[config.mk]
export PLATFORM = sky130hd
export DESIGN_NAME = supv_reset_gen
export DESIGN_NICKNAME = d
export VERILOG_FILES = /design/src/rtl/supv_pkg.sv /design/src/rtl/supv_sync.sv /design/src/rtl/supv_req_merge.sv /design/src/rtl/supv_recovery_timer.sv /design/src/rtl/supv_reset_gen.sv
export SDC_FILE = /design/constraint.sdc
export NUM_CORES = 1
export LEC_CHECK = 0
export BUFFER_PORTS_ARGS = -buffer_cell sky130_fd_sc_hd__buf_2
export CAP_MARGIN = 0
export CORE_AREA = 2 2 39 41
export CTS_CLUSTER_SIZE = 30
export DETAILED_ROUTE_END_ITERATION = 6
export DIE_AREA = 0 0 41 43
export PLACE_DENSITY = 0.52
export SYNTH_ARGS = -nofsm -noshare
export SYNTH_HDL_FRONTEND = slang
export SYNTH_SLANG_ARGS = --single-unit
[constraint.sdc]
create_clock -name clk -period 1.3 [get_ports clk]
set_input_delay 0 -clock clk [delete_from_list [all_inputs] [get_ports clk]]
set_output_delay 0 -clock clk [all_outputs]
set_load 0.01 [all_outputs]
[src/rtl/supv_pkg.sv]
package supv_pkg;
   function automatic int unsigned cnt_bits(input int unsigned limit);
      return (limit < 2) ? 1 : $clog2(limit + 1);
   endfunction
endpackage

[src/rtl/supv_sync.sv]
module supv_sync #(
   parameter int unsigned STAGES    = 2,
   parameter logic        RESET_VAL = 1'b1
) (
   input  logic clk,
   input  logic rst_n,
   input  logic d_i,
   output logic q_o
);
   if (STAGES < 2) begin : g_bad_stages
      $error("supv_sync: STAGES must be at least 2");
   end

   logic [STAGES-1:0] chain_q;

   always_ff @(posedge clk or negedge rst_n) begin
      if (!rst_n) chain_q <= {STAGES{RESET_VAL}};
      else        chain_q <= {chain_q[STAGES-2:0], d_i};
   end

   assign q_o = chain_q[STAGES-1];
endmodule

[src/rtl/supv_req_merge.sv]
module supv_req_merge (
   input  logic supply_low_i,
   input  logic man_low_sync_i,
   input  logic pwr_fail_n_i,
   input  logic wdog_trip_i,
   output logic req_o
);
   logic man_gated;

   always_comb begin
      man_gated = man_low_sync_i & pwr_fail_n_i;
      req_o     = supply_low_i | man_gated | wdog_trip_i;
   end
endmodule

[src/rtl/supv_recovery_timer.sv]
module supv_recovery_timer
   import supv_pkg::*;
#(
   parameter int unsigned TREC_CYCLES = 20
) (
   input  logic clk,
   input  logic rst_n,
   input  logic req_i,
   input  logic supply_low_i,
   input  logic wdog_trip_i,
   input  logic pwr_fail_n_i,
   output logic hold_o
);
   localparam int unsigned CW = cnt_bits(TREC_CYCLES);
   localparam logic [CW-1:0] LAST = CW'(TREC_CYCLES - 1);

   if (TREC_CYCLES < 1) begin : g_bad_trec
      $error("supv_recovery_timer: TREC_CYCLES must be at least 1");
   end

   logic [CW-1:0] cnt_q;
   logic          hold_q;

   always_ff @(posedge clk or negedge rst_n) begin
      if (!rst_n) begin
         hold_q <= 1'b1;
         cnt_q  <= '0;
      end else if (req_i) begin
         hold_q <= 1'b1;
         cnt_q  <= '0;
      end else if (hold_q) begin
         if (cnt_q == LAST) hold_q <= 1'b0;
         else               cnt_q  <= cnt_q + 1'b1;
      end
   end

   assign hold_o = hold_q;

   // a supply or watchdog request forces reset on the next edge
   assert_src_asserts_R2: assert property (@(posedge clk) disable iff (!rst_n)
      (supply_low_i || wdog_trip_i) |=> hold_q);

   // any request zeroes the recovery count
   assert_req_clears_R4: assert property (@(posedge clk) disable iff (!rst_n)
      req_i |=> (cnt_q == '0));

   // count advances by one per quiet cycle while holding
   assert_count_step_R2: assert property (@(posedge clk) disable iff (!rst_n)
      (hold_q && !req_i && cnt_q != LAST) |=> (cnt_q == $past(cnt_q) + 1'b1));

   // release happens only at the terminal count
   assert_min_width_R3: assert property (@(posedge clk) disable iff (!rst_n)
      $fell(hold_q) |-> ($past(cnt_q) == LAST));

   // gated manual pin cannot assert an idle block
   assert_man_gated_R6: assert property (@(posedge clk) disable iff (!rst_n)
      (!hold_q && !pwr_fail_n_i && !supply_low_i && !wdog_trip_i) |=> !hold_q);
endmodule

[src/rtl/supv_reset_gen.sv]
module supv_reset_gen #(
   parameter int unsigned TREC_CYCLES      = 20,
   parameter int unsigned SYNC_STAGES      = 2,
   parameter bit          PROC_ACTIVE_HIGH = 1'b0
) (
   input  logic clk,
   input  logic rst_n,
   input  logic supply_low_i,
   input  logic man_rst_n_i,
   input  logic wdog_trip_i,
   input  logic pwr_fail_n_i,
   output logic sys_rst_o,
   output logic sys_rst_n_o,
   output logic proc_rst_o
);
   logic man_n_sync;
   logic req;
   logic hold;

   supv_sync #(.STAGES(SYNC_STAGES), .RESET_VAL(1'b1)) u_man_sync (
      .clk   (clk),
      .rst_n (rst_n),
      .d_i   (man_rst_n_i),
      .q_o   (man_n_sync)
   );

   supv_req_merge u_merge (
      .supply_low_i   (supply_low_i),
      .man_low_sync_i (~man_n_sync),
      .pwr_fail_n_i   (pwr_fail_n_i),
      .wdog_trip_i    (wdog_trip_i),
      .req_o          (req)
   );

   supv_recovery_timer #(.TREC_CYCLES(TREC_CYCLES)) u_timer (
      .clk          (clk),
      .rst_n        (rst_n),
      .req_i        (req),
      .supply_low_i (supply_low_i),
      .wdog_trip_i  (wdog_trip_i),
      .pwr_fail_n_i (pwr_fail_n_i),
      .hold_o       (hold)
   );

   assign sys_rst_o   = hold;
   assign sys_rst_n_o = ~hold;

   if (PROC_ACTIVE_HIGH) begin : g_proc_high
      assign proc_rst_o = hold;
   end else begin : g_proc_low
      assign proc_rst_o = ~hold;
   end

   // a synchronized, ungated manual low keeps reset asserted
   assert_man_holds_R5: assert property (@(posedge clk) disable iff (!rst_n)
      (!man_n_sync && pwr_fail_n_i) |=> sys_rst_o);

   // complementary outputs never agree
   assert_outputs_inverse_R7: assert property (@(posedge clk) disable iff (!rst_n)
      sys_rst_o != sys_rst_n_o);
endmodule

# Word-level counts from Yosys, hierarchy flattened

Index checks and enable logic that the tools add are counted.

Register bits: 8
Input bits: 6
Output and inout port bits: 3
Logic and storage cells: 19

Add/subtract/negate cells: 1
Equal/unequal tests: 2
Multiplexer cells: 6
Bitwise operators: 5
Reductions and logical operators: 2

Operator list:

| operator                                      | number |
|---|---|
| two-way mux 5 bit                             | 3 |
| adder 5 x 1 -> 5 bit (second input constant)  | 1 |
| == test 5 bit (second input constant)         | 1 |
| two-way mux 1 bit                             | 3 |
| inequality test 2 bit (second input constant) | 1 |
| NOT 1 bit                                     | 2 |
| bitwise OR 1 bit                              | 2 |
| AND reduction 2 bit                           | 1 |
| nonzero test 2 bit                            | 1 |
| bitwise AND 1 bit                             | 1 |

# Logic depth before layout (Yosys ltp)

Gate-level depths: netlist of run 1.

Depth after elaboration: 6
Depth in mapped cells: 4
Depth with buffers taken out: 4

# Modules after synthesis

A second synthesis of run 1 with hierarchy kept.

Cells, all modules: 34
Area, all modules: 391.6 sq um

By module, submodules not included:

| module              | times used | cells an instance | area each (sq um) | sequential area each (sq um) |
|---|---|---|---|---|
| supv_recovery_timer | 1          | 28                | 315.3             | 151.4 |
| supv_sync           | 1          | 2                 | 52.6              | 52.6 |
| supv_reset_gen      | 1          | 3                 | 15.0              | 0.0 |
| supv_req_merge      | 1          | 1                 | 8.8               | 0.0 |

# Worst setup path after synthesis of run 1

Ideal clock, no wire load.

Kind: reg2reg
Start point: reg u_timer.cnt_q[0]
End point: reg u_timer.hold_q (netlist: u_timer.hold_o)
Setup time: 82 ps
Arrival time: 1106 ps
Data required time: 1218 ps
Slack: 112 ps
Cell stages (with the launch flop): 5
Path buffers: 0
Period minus slack after synthesis: 1188 ps
Cells stage by stage: dfrtp_1 -> ha_1 -> nand2_1 -> o31a_1 -> or2_1

Cells in the longest elaborated chain, start to end: 4

RTL lines:

| item                   | RTL line                  | text |
|---|---|---|
| start, declared        | supv_recovery_timer.sv:21 | `logic [CW-1:0] cnt_q;` |
| start signal, assigned | supv_recovery_timer.sv:33 | `else cnt_q <= cnt_q + 1'b1;` |
| == test 5 bit          | supv_recovery_timer.sv:32 | `if (cnt_q == LAST) hold_q <= 1'b0;` |
| two-way mux 1 bit      | supv_recovery_timer.sv:32 |  |
| two-way mux 1 bit      | supv_recovery_timer.sv:31 | `end else if (hold_q) begin` |
| two-way mux 1 bit      | supv_recovery_timer.sv:28 | `end else if (req_i) begin` |
| end signal, assigned   | supv_recovery_timer.sv:26 | `hold_q <= 1'b1;` |
| end signal, assigned   | supv_recovery_timer.sv:29 | `hold_q <= 1'b1;` |
| end signal, assigned   | supv_recovery_timer.sv:32 |  |
| end, declared          | supv_recovery_timer.sv:22 | `logic hold_q;` |

No other way between the ends.
A chain may end at the register's enable or synchronous reset.

# Worst setup path in the final report of run 1

Ends and elaborated chain as after synthesis.

==> flow_summary.yaml, run 1 <==
logic_synthesis:
  synth_seq_cells: 8
  synth_commonest_cells: "5 x dfrtp_1, 3 x dfstp_2, 3 x nand2_1, 3 x nand3b_1, 3 x nor2_1"
  syn_area_per_cell_sq_um: 11.3
  synth_area_sq_um: 383
  synth_most_common_cell: "dfrtp_1"
  synth_area_leaders: "dfrtp_1 33%, dfstp_2 21%, nand3b_1 5.9%"
  synth_edf_count: 0
  syn_inst: 34
  dominantRegCellSynth: "dfrtp_1"
  synth_cell_type_count: 18
  synthesis.nets: 41
  yosysTopAreaCell: "dfrtp_1"
  synth_top_area_share_pct: 32.7
  seq_area_frac_synth_pct: 53.3
  ys_warn_count: 0
  async_flop_share_pct: 100
grt:
  overflow: 0
  grt_max_degree: 9
  grt_pass1_vias: 252
  antenna_found_initial: 0
  grt_pass1_wl_mm: 1.06
  grtUsageTotal_pct: 9.24
final_layout:
  diodes: 0
  syn_to_final_growth_pct: 27.8
  multi_input_area_sq_um: 164
  fillers: 144
  drive_gt1_share_pct: 33.3
  seq_area_sq_um: 204
  fin_nets: 56
timing:
  worst_slew_pin_slew_ns: 0.239
  fmax_ghz: 0.819
  slew_violations: 0
  rsz0062_at_grt: "no"
  hold_violations: 0
  setup_viol: 0
  hold-worst-slack_ns: 0.0247
  max_slew_margin_pct: 84.0
  fin_worst_skew_ns: 0.00747
  fin_crit_sh_pct: 94.0
  layout_min_cycle_time_ns: 1.22
  setup-tns-final_ns: 0
critical_path:
  worstReg2RegEnd: "u_timer.hold_o"
  startpoint: "u_timer.cnt_q[0]"
  arrival_ns: 1.41
  end_kind: "flop"
  critPathKind: "flop to flop"
  cp-start-kind: "flop"
  ff2ff_setup_slack_ns: 0.08
  ff2ff_path_depth: 4
  r2r_start: "u_timer.cnt_q[0]"
  cp_max_fo: 4
  cp.required_ns: 1.48
clock_network:
  cts.path.max_buffers: 2
  path_clk_slew_ns: 0.06
  clock_latency_ns: 0.25
  clock_sinks: 8
  numCtsBuffers: 3
  postCtsSetupBuffers: 0
  cts-root-buf: "clkbuf_4"
  htreeDepth: 1
  tritoncts: "yes"
route:
  drtPass1Iterations: 1
  post_drt_wl_per_cell_um: 9.89
  ant_nets: 0
  vias_per_cell: 4.39
  vias: 281
  drt_iter0_markers: 0
  drt_wl_total_um: 633
  drc: 0
floorplanning:
  fp.dieW_um: 41
  pin_count: 9
  core_area_sq_mm: 0.00138
  initial_core_util_pct: 27.7
  fp.dieArea_sq_mm: 0.00176
  num_rows: 14
  die_h_um: 43
job:
  maxCapViolations: 0
place:
  gp_congestion: 0.707
  port_buffers: 8
  dp_hpwl_um: 480
worst_hold_path:
  holdPathStages: 3
  hp-start: "supply_low_i"
  hold_path_class: "input pin to flop"
  min_to: "u_timer.cnt_q[0]"
power:
  power.density_mw_per_mm2: 1010
  ir_drop_uv: 462
  p_leak_nw: 0.233
status:
  status: "finished clean"
==> worst max path at each step <==
stage	to	slack [ns]	depth (start not counted)
CTS	u_timer.hold_o	0.07	4
finish	u_timer.hold_o	0.08	4
global placement	u_timer.hold_o	0.08	4
floorplan	u_timer.hold_o	0.11	4
global route	u_timer.hold_o	0.02	4
detailed placement	u_timer.hold_o	0.08	4
==> registers in the layout, summed over array words and instances, names as in the netlist <==
name,count
u_timer.cnt_q,5
u_timer.hold_o,1
u_man_sync.chain_q,2
==> area by class of cell <==
class	instances	share of cell area (%)
clock buffers	4	5.37
inverters	2	1.53
multi-input cells	23	33.5
flip-flops and latches	8	41.7
well taps	16	4.09
repair buffers	11	13.8
==> layout by cell type (no fill, tap or decap) <==
master and n:
dlygate4sd3_1 2, buf_4 1, dfstp_2 3, clkbuf_4 3, o2111ai_1 1, inv_1 2, or2_1 1, nand2_1 3
dfrtp_1 5, nand3b_1 3, a21oi_1 1, mux2i_1 2, xor2_1 2, ha_1 1, or4_1 1, buf_2 8
nand4_1 2, clkbuf_1 1, o31a_1 1, nor2_1 3, nor2b_4 1, nand2b_1 1
==> routing by layer <==
metal  routed length, um  share of wire (%)  GRT usage (%)  up-vias
met4                   0                  0           6.00        0
met5                   0                  0              0        -
met1                 322                 51           13.7      128
li1                    -                  -              -      147
met2                 288                 45           10.9        6
met3                  22                3.5           3.14        0
==> power by group <==
group          switching, mW  internal [mW]  total, mW
combinational         0.0143         0.0174     0.0317
clock                 0.0850          0.117      0.202
sequential           0.00396          0.258      0.261
total                  0.103          0.392      0.496
==> worst max-delay path: stages, from the launching register on <==
cell and delay [ns]:
dfrtp_1 0.39, ha_1 0.18, nand2_1 0.07, o31a_1 0.29, or2_1 0.22
==> kinds of logic after synthesis <==
family / count (synthesis) / synth area share (%)
AO/OA/AOI/OAI: 3 / 5.88
XOR/XNOR: 2 / 4.58
adder cells (fa/ha/maj): 1 / 3.27
buffers and inverters: 3 / 3.92
flip-flops: 8 / 53.3
multiplexers: 2 / 5.23
AND/OR/NAND/NOR: 15 / 23.9
==> repair_timing <==
action	4_1_cts	5_1_grt
hold buffers	2	0
endpoints found under the setup margin	0	0
endpoints found under the hold margin	9	0
gates resized for setup	0	0
==> metrics by stage <==
stage	setup slack [ns]	power (mW)	util [%]	std cells	area, sq um
final	0.0785	0.496	35.4	64	489
after global routing	0.0195	0.528	35.4	64	489
after CTS	0.0724	0.509	35.4	64	489
after detailed placement	0.0826	0.294	32.0	58	443
after global placement	0.0750	0.293	32.0	58	443
after floorplan	0.112	0.278	-	34	383
Power figures use the tool's default switching activity.
==> run 2, diff against run 1 <==
--- a/config.mk
+++ b/config.mk
@@ -13,2 +13,3 @@
 export DIE_AREA = 0 0 41 43
+export HOLD_SLACK_MARGIN = 0.08
 export PLACE_DENSITY = 0.52
==> constraint.sdc (replaced) <==
create_clock -name clk -period 1.3 [get_ports clk]
set_input_delay 0.26 -clock clk [delete_from_list [all_inputs] [get_ports clk]]
set_output_delay 0.26 -clock clk [all_outputs]
set_load 0.01 [all_outputs]
==> run 2 against run 1 <==
Net effect: combinational power decreased by 7.3%; sequential power about the same; critical path depth decreased by 2; power decreased by 0.37%; fmax decreased by 1.8%; flip-flop and latch count unchanged; critical path type is now flop to output pin; largest power group unchanged.
==> flow_summary.yaml, run 2 (synthesis gave the netlist of run 1 again) <==
status:
  status: "finished clean"
clock_network:
  post_cts_resized: 0
  clock_sinks: 8
  clock_latency_ns: 0.25
  cts-root-buf: "clkbuf_4"
  htreeDepth: 1
  cts.path.max_buffers: 2
  numCtsBuffers: 3
  tritoncts: "yes"
  path_clk_slew_ns: 0.06
power:
  p_comb_share_pct: 6.0
  p_sw_mw: 0.103
  p_int_mw: 0.390
  clockPowerShare_pct: 41.1
  ir_drop_uv: 463
  p_leak_nw: 0.233
  p_sw_share_pct: 20.9
  p_seq_share_pct: 53.0
  total_power_mw: 0.494
  power.density_mw_per_mm2: 1010
final_layout:
  diodes: 0
  drive_gt1_share_pct: 35.4
  fillers: 144
  top_register: "u_timer.cnt_q"
  final_cells: 64
  syn_to_final_growth_pct: 27.1
  fin_nets: 56
  mostFrequentLayoutCells: "8 x buf_2, 5 x dfrtp_1"
  stdcell_area_sq_um: 487
  largest_reg_flops: 5
  layout_commonest_cell: "buf_2"
grt:
  globalRouteMet1Util_pct: 13.7
  grt_pass1_vias: 264
  grt_max_degree: 9
  grt_pass1_wl_mm: 1.10
  top_usage_layer: "met1"
  overflow: 0
  grtUsageTotal_pct: 9.54
  use_met3_pct: 3.14
  met2_usage_pct: 11.9
  antenna_found_initial: 0
critical_path:
  cp.required_ns: 1.04
  cp-start-kind: "flop"
  r2r_start: "u_timer.cnt_q[0]"
  end_kind: "output pin"
  arrival_ns: 0.98
  ff2ff_setup_slack_ns: 0.07
  cp_max_fo: 4
  ff2ff_path_depth: 4
  worstReg2RegEnd: "u_timer.hold_o"
  critPathKind: "flop to output pin"
timing:
  max_slew_margin_pct: 84.0
  hold_violations: 0
  fmax_ghz: 0.804
  rsz0062_at_grt: "no"
  fin_crit_sh_pct: 95.7
  setup-tns-final_ns: 0
  setup_viol: 0
  worst_slew_pin_slew_ns: 0.239
  layout_min_cycle_time_ns: 1.24
  fin_worst_skew_ns: 0.00729
  slew_violations: 0
  layout_setup_ws_ns: 0.0565
floorplanning:
  die_h_um: 43
  num_rows: 14
  pin_count: 9
  fp.dieArea_sq_mm: 0.00176
  core_area_sq_mm: 0.00138
  fp.dieW_um: 41
  initial_core_util_pct: 27.7
route:
  ant_nets: 0
  drtPass1Iterations: 1
  drt_wl_total_um: 645
  drt_iter0_markers: 0
  vias_per_cell: 4.42
  post_drt_wl_per_cell_um: 10.1
  vias: 283
  drc: 0
worst_hold_path:
  min_to: "u_man_sync.chain_q[0]"
  hold_path_class: "input pin to flop"
  holdPathStages: 1
  hp-start: "man_rst_n_i"
place:
  dp.cells: 58
  dp_hpwl_um: 480
  placedInstanceArea_sq_um: 443
  dp_slack_ns: 0.0826
  gp_congestion: 0.707
  port_buffers: 8
job:
  maxCapViolations: 0
## run 2: cell type report
class | count | area (sq um) | area share (%)
Clock buffer | 4 | 26.3 | 5.40
Inverter | 2 | 7.51 | 1.54
Multi-Input combinational cell | 23 | 164 | 33.7
Sequential cell | 8 | 204 | 41.9
Tap cell | 16 | 20.0 | 4.11
Timing Repair Buffer | 11 | 65.1 | 13.4
## run 2: repair_timing
item                                   4_1_cts  5_1_grt
endpoints found under the hold margin        8        0
hold buffers                                 1        0
setup endpoints to repair                    2        0
setup buffers                                1        0
## run 2: how the worst max path moves through the flow
stage,depth (start not counted),start,slack [ns],to
final,2,u_timer.hold_o,0.06,sys_rst_n_o
after detailed placement,4,u_timer.cnt_q[0],0.08,u_timer.hold_o
after global routing,2,u_timer.hold_o,0.01,sys_rst_n_o
after floorplan,4,u_timer.cnt_q[0],0.11,u_timer.hold_o
after global placement,4,u_timer.cnt_q[0],0.08,u_timer.hold_o
after CTS,2,u_timer.hold_o,0.03,sys_rst_n_o
## run 2: power groups by stage
stage	Clock, mW	Sequential (mW)	Combinational (mW)
3_5_place_dp	0	0.266	0.0281
6_report	0.203	0.261	0.0294
2_1_floorplan	0	0.265	0.0127
5_1_grt	0.230	0.262	0.0340
4_1_cts	0.215	0.261	0.0305
3_3_place_gp	0	0.266	0.0274
## run 2: layer usage
| layer | vias up | share of wire (%) |
|---|---|---|
| li1 | 147 | - |
| met1 | 130 | 50 |
| met2 | 6 | 47 |
| met3 | 0 | 3.4 |
| met4 | 0 | 0 |
| met5 | - | 0 |
## run 2: critical path: stages (launching register included)
cell and delay [ns]:
dfstp_2 0.55, inv_1 0.05, buf_2 0.13
## run 2: per-stage QoR
step	hold slack, ns	utilization [%]
5_1_grt	0.0911	35.2
3_3_place_gp	0.112	32.0
6_report	0.108	35.2
2_1_floorplan	-0.0356	-
3_5_place_dp	0.114	32.0
4_1_cts	0.0973	35.2
==> run 3, diff against run 2 <==
Settings changed: BUFFER_PORTS_ARGS -buffer_cell sky130_fd_sc_hd__buf_2 to -buffer_cell sky130_fd_sc_hd__buf_4, CAP_MARGIN 0 to unset.
==> run 3 against run 2 <==
Net effect: combinational power up 26%; register-to-register slack barely moved; clock power shrank 2%; power up 0.59%; final area grew 4.6%; largest power group unchanged; fmax hardly changed; flip-flop and latch count stayed put.
==> flow_summary.yaml, run 3 (synthesis gave the netlist of run 1 again) <==
clock_network:
  path_clk_slew_ns: 0.06
  htreeDepth: 1
  cts.path.max_buffers: 2
  clock_sinks: 8
  clock_latency_ns: 0.26
  numCtsBuffers: 3
  tritoncts: "yes"
  cts-root-buf: "clkbuf_4"
final_layout:
  fin_nets: 56
  mostFrequentLayoutCells: "10 x buf_4, 5 x dfrtp_1"
  layout_commonest_cell: "buf_4"
  diodes: 0
  drive_gt1_share_pct: 37.5
  fillers: 146
  largest_reg_flops: 5
  syn_to_final_growth_pct: 33.0
  top_register: "u_timer.cnt_q"
timing:
  fmax_ghz: 0.804
  layout_min_cycle_time_ns: 1.24
  slew_violations: 0
  rsz0062_at_grt: "no"
  max_slew_margin_pct: 85.0
  hold_violations: 0
  setup_viol: 0
  worst_slew_pin_slew_ns: 0.225
  fin_worst_skew_ns: 0.0152
  setup-tns-final_ns: 0
  fin_crit_sh_pct: 95.7
  hold-worst-slack_ns: 0.124
grt:
  overflow: 0
  antenna_found_initial: 0
  grt_pass1_vias: 265
  grtUsageTotal_pct: 9.25
  grt_pass1_wl_mm: 1.01
  grt_max_degree: 9
worst_hold_path:
  hold_path_class: "input pin to flop"
route:
  ant_nets: 0
  drt_wl_total_um: 677
  vias: 294
  post_drt_wl_per_cell_um: 10.6
  vias_per_cell: 4.59
  drtPass1Iterations: 2
  drt_iter0_markers: 5
  drc: 0
power:
  ir_drop_uv: 625
  p_leak_nw: 0.236
  total_power_mw: 0.497
  power.density_mw_per_mm2: 975
place:
  gp_congestion: 0.687
  dp_hpwl_um: 534
  port_buffers: 8
job:
  maxCapViolations: 0
floorplanning:
  fp.dieW_um: 41
  die_h_um: 43
  pin_count: 9
  core_area_sq_mm: 0.00138
  fp.dieArea_sq_mm: 0.00176
  num_rows: 14
  initial_core_util_pct: 27.7
critical_path:
  arrival_ns: 0.98
  cp_top_family: "flip-flops"
  cp.required_ns: 1.04
  crit_chain: "inv_1, buf_4"
  cp_max_fo: 3
  cp-start-kind: "flop"
  slowest_stage: "dfstp_2"
  cpPeakStageDelay_ns: 0.54
  end_kind: "output pin"
  critPathKind: "flop to output pin"
  cp_num_buf_inv: 2
status:
  status: "finished clean"
[run 3: worst paths after layout]
check / startpoint / end / slack (ns) / cells past startpoint
worst max-delay path: u_timer.hold_o / sys_rst_n_o / 0.06 / 2
worst min-delay path: man_rst_n_i / u_man_sync.chain_q[0] / 0.12 / 1
worst min register to register: u_man_sync.chain_q[0] / u_man_sync.chain_q[1] / 0.36 / 0
min in group asynchronous: rst_n / u_timer.cnt_q[2] / 0.35 / 2
worst max register to register: u_timer.cnt_q[0] / u_timer.cnt_q[0] / 0.06 / 3
max in group asynchronous: rst_n / u_man_sync.chain_q[1] / 0.72 / 2
[run 3: routing by layer]
layer	vias up	share of wire, %	track usage [%]
met5	-	0	0
met4	0	0	0
met2	9	50	14.4
met3	0	8.7	9.42
li1	146	-	-
met1	139	41	9.03
[run 3: layout make-up]
cell class | count | area (sq um) | area share, %
sequential | 8 | 204 | 40.0
multi-input combinational | 23 | 166 | 32.7
timing repair buffer | 11 | 85.1 | 16.7
clock buffer | 4 | 26.3 | 5.16
tap | 16 | 20.0 | 3.93
inverter | 2 | 7.51 | 1.47
[run 3: metrics by stage]
| stage | std cells | utilization [%] | worst slack, ns | area [sq um] |
|---|---|---|---|---|
| after floorplan | 34 | - | 0.112 | 383 |
| after global placement | 57 | 32.9 | 0.0569 | 455 |
| after detailed placement | 57 | 32.9 | 0.00698 | 455 |
| after CTS | 63 | 36.1 | 0.0156 | 499 |
| after global routing | 64 | 36.8 | 0.000748 | 509 |
| final | 64 | 36.8 | 0.0565 | 509 |
[run 3: report_power, final]
part	internal, mW	switching [mW]	total, mW
clock network	0.117	0.0814	0.199
registers	0.258	0.00330	0.261
logic	0.0217	0.0154	0.0371
total	0.397	0.100	0.497
[run 3: repair_timing]
action | in CTS | in global routing
hold buffers | 1 | 0
setup buffers | 1 | 1
endpoints found under the setup margin | 2 | 3
resized for setup | 0 | 1
hold endpoints to repair | 8 | 0
cloned | 0 | 0
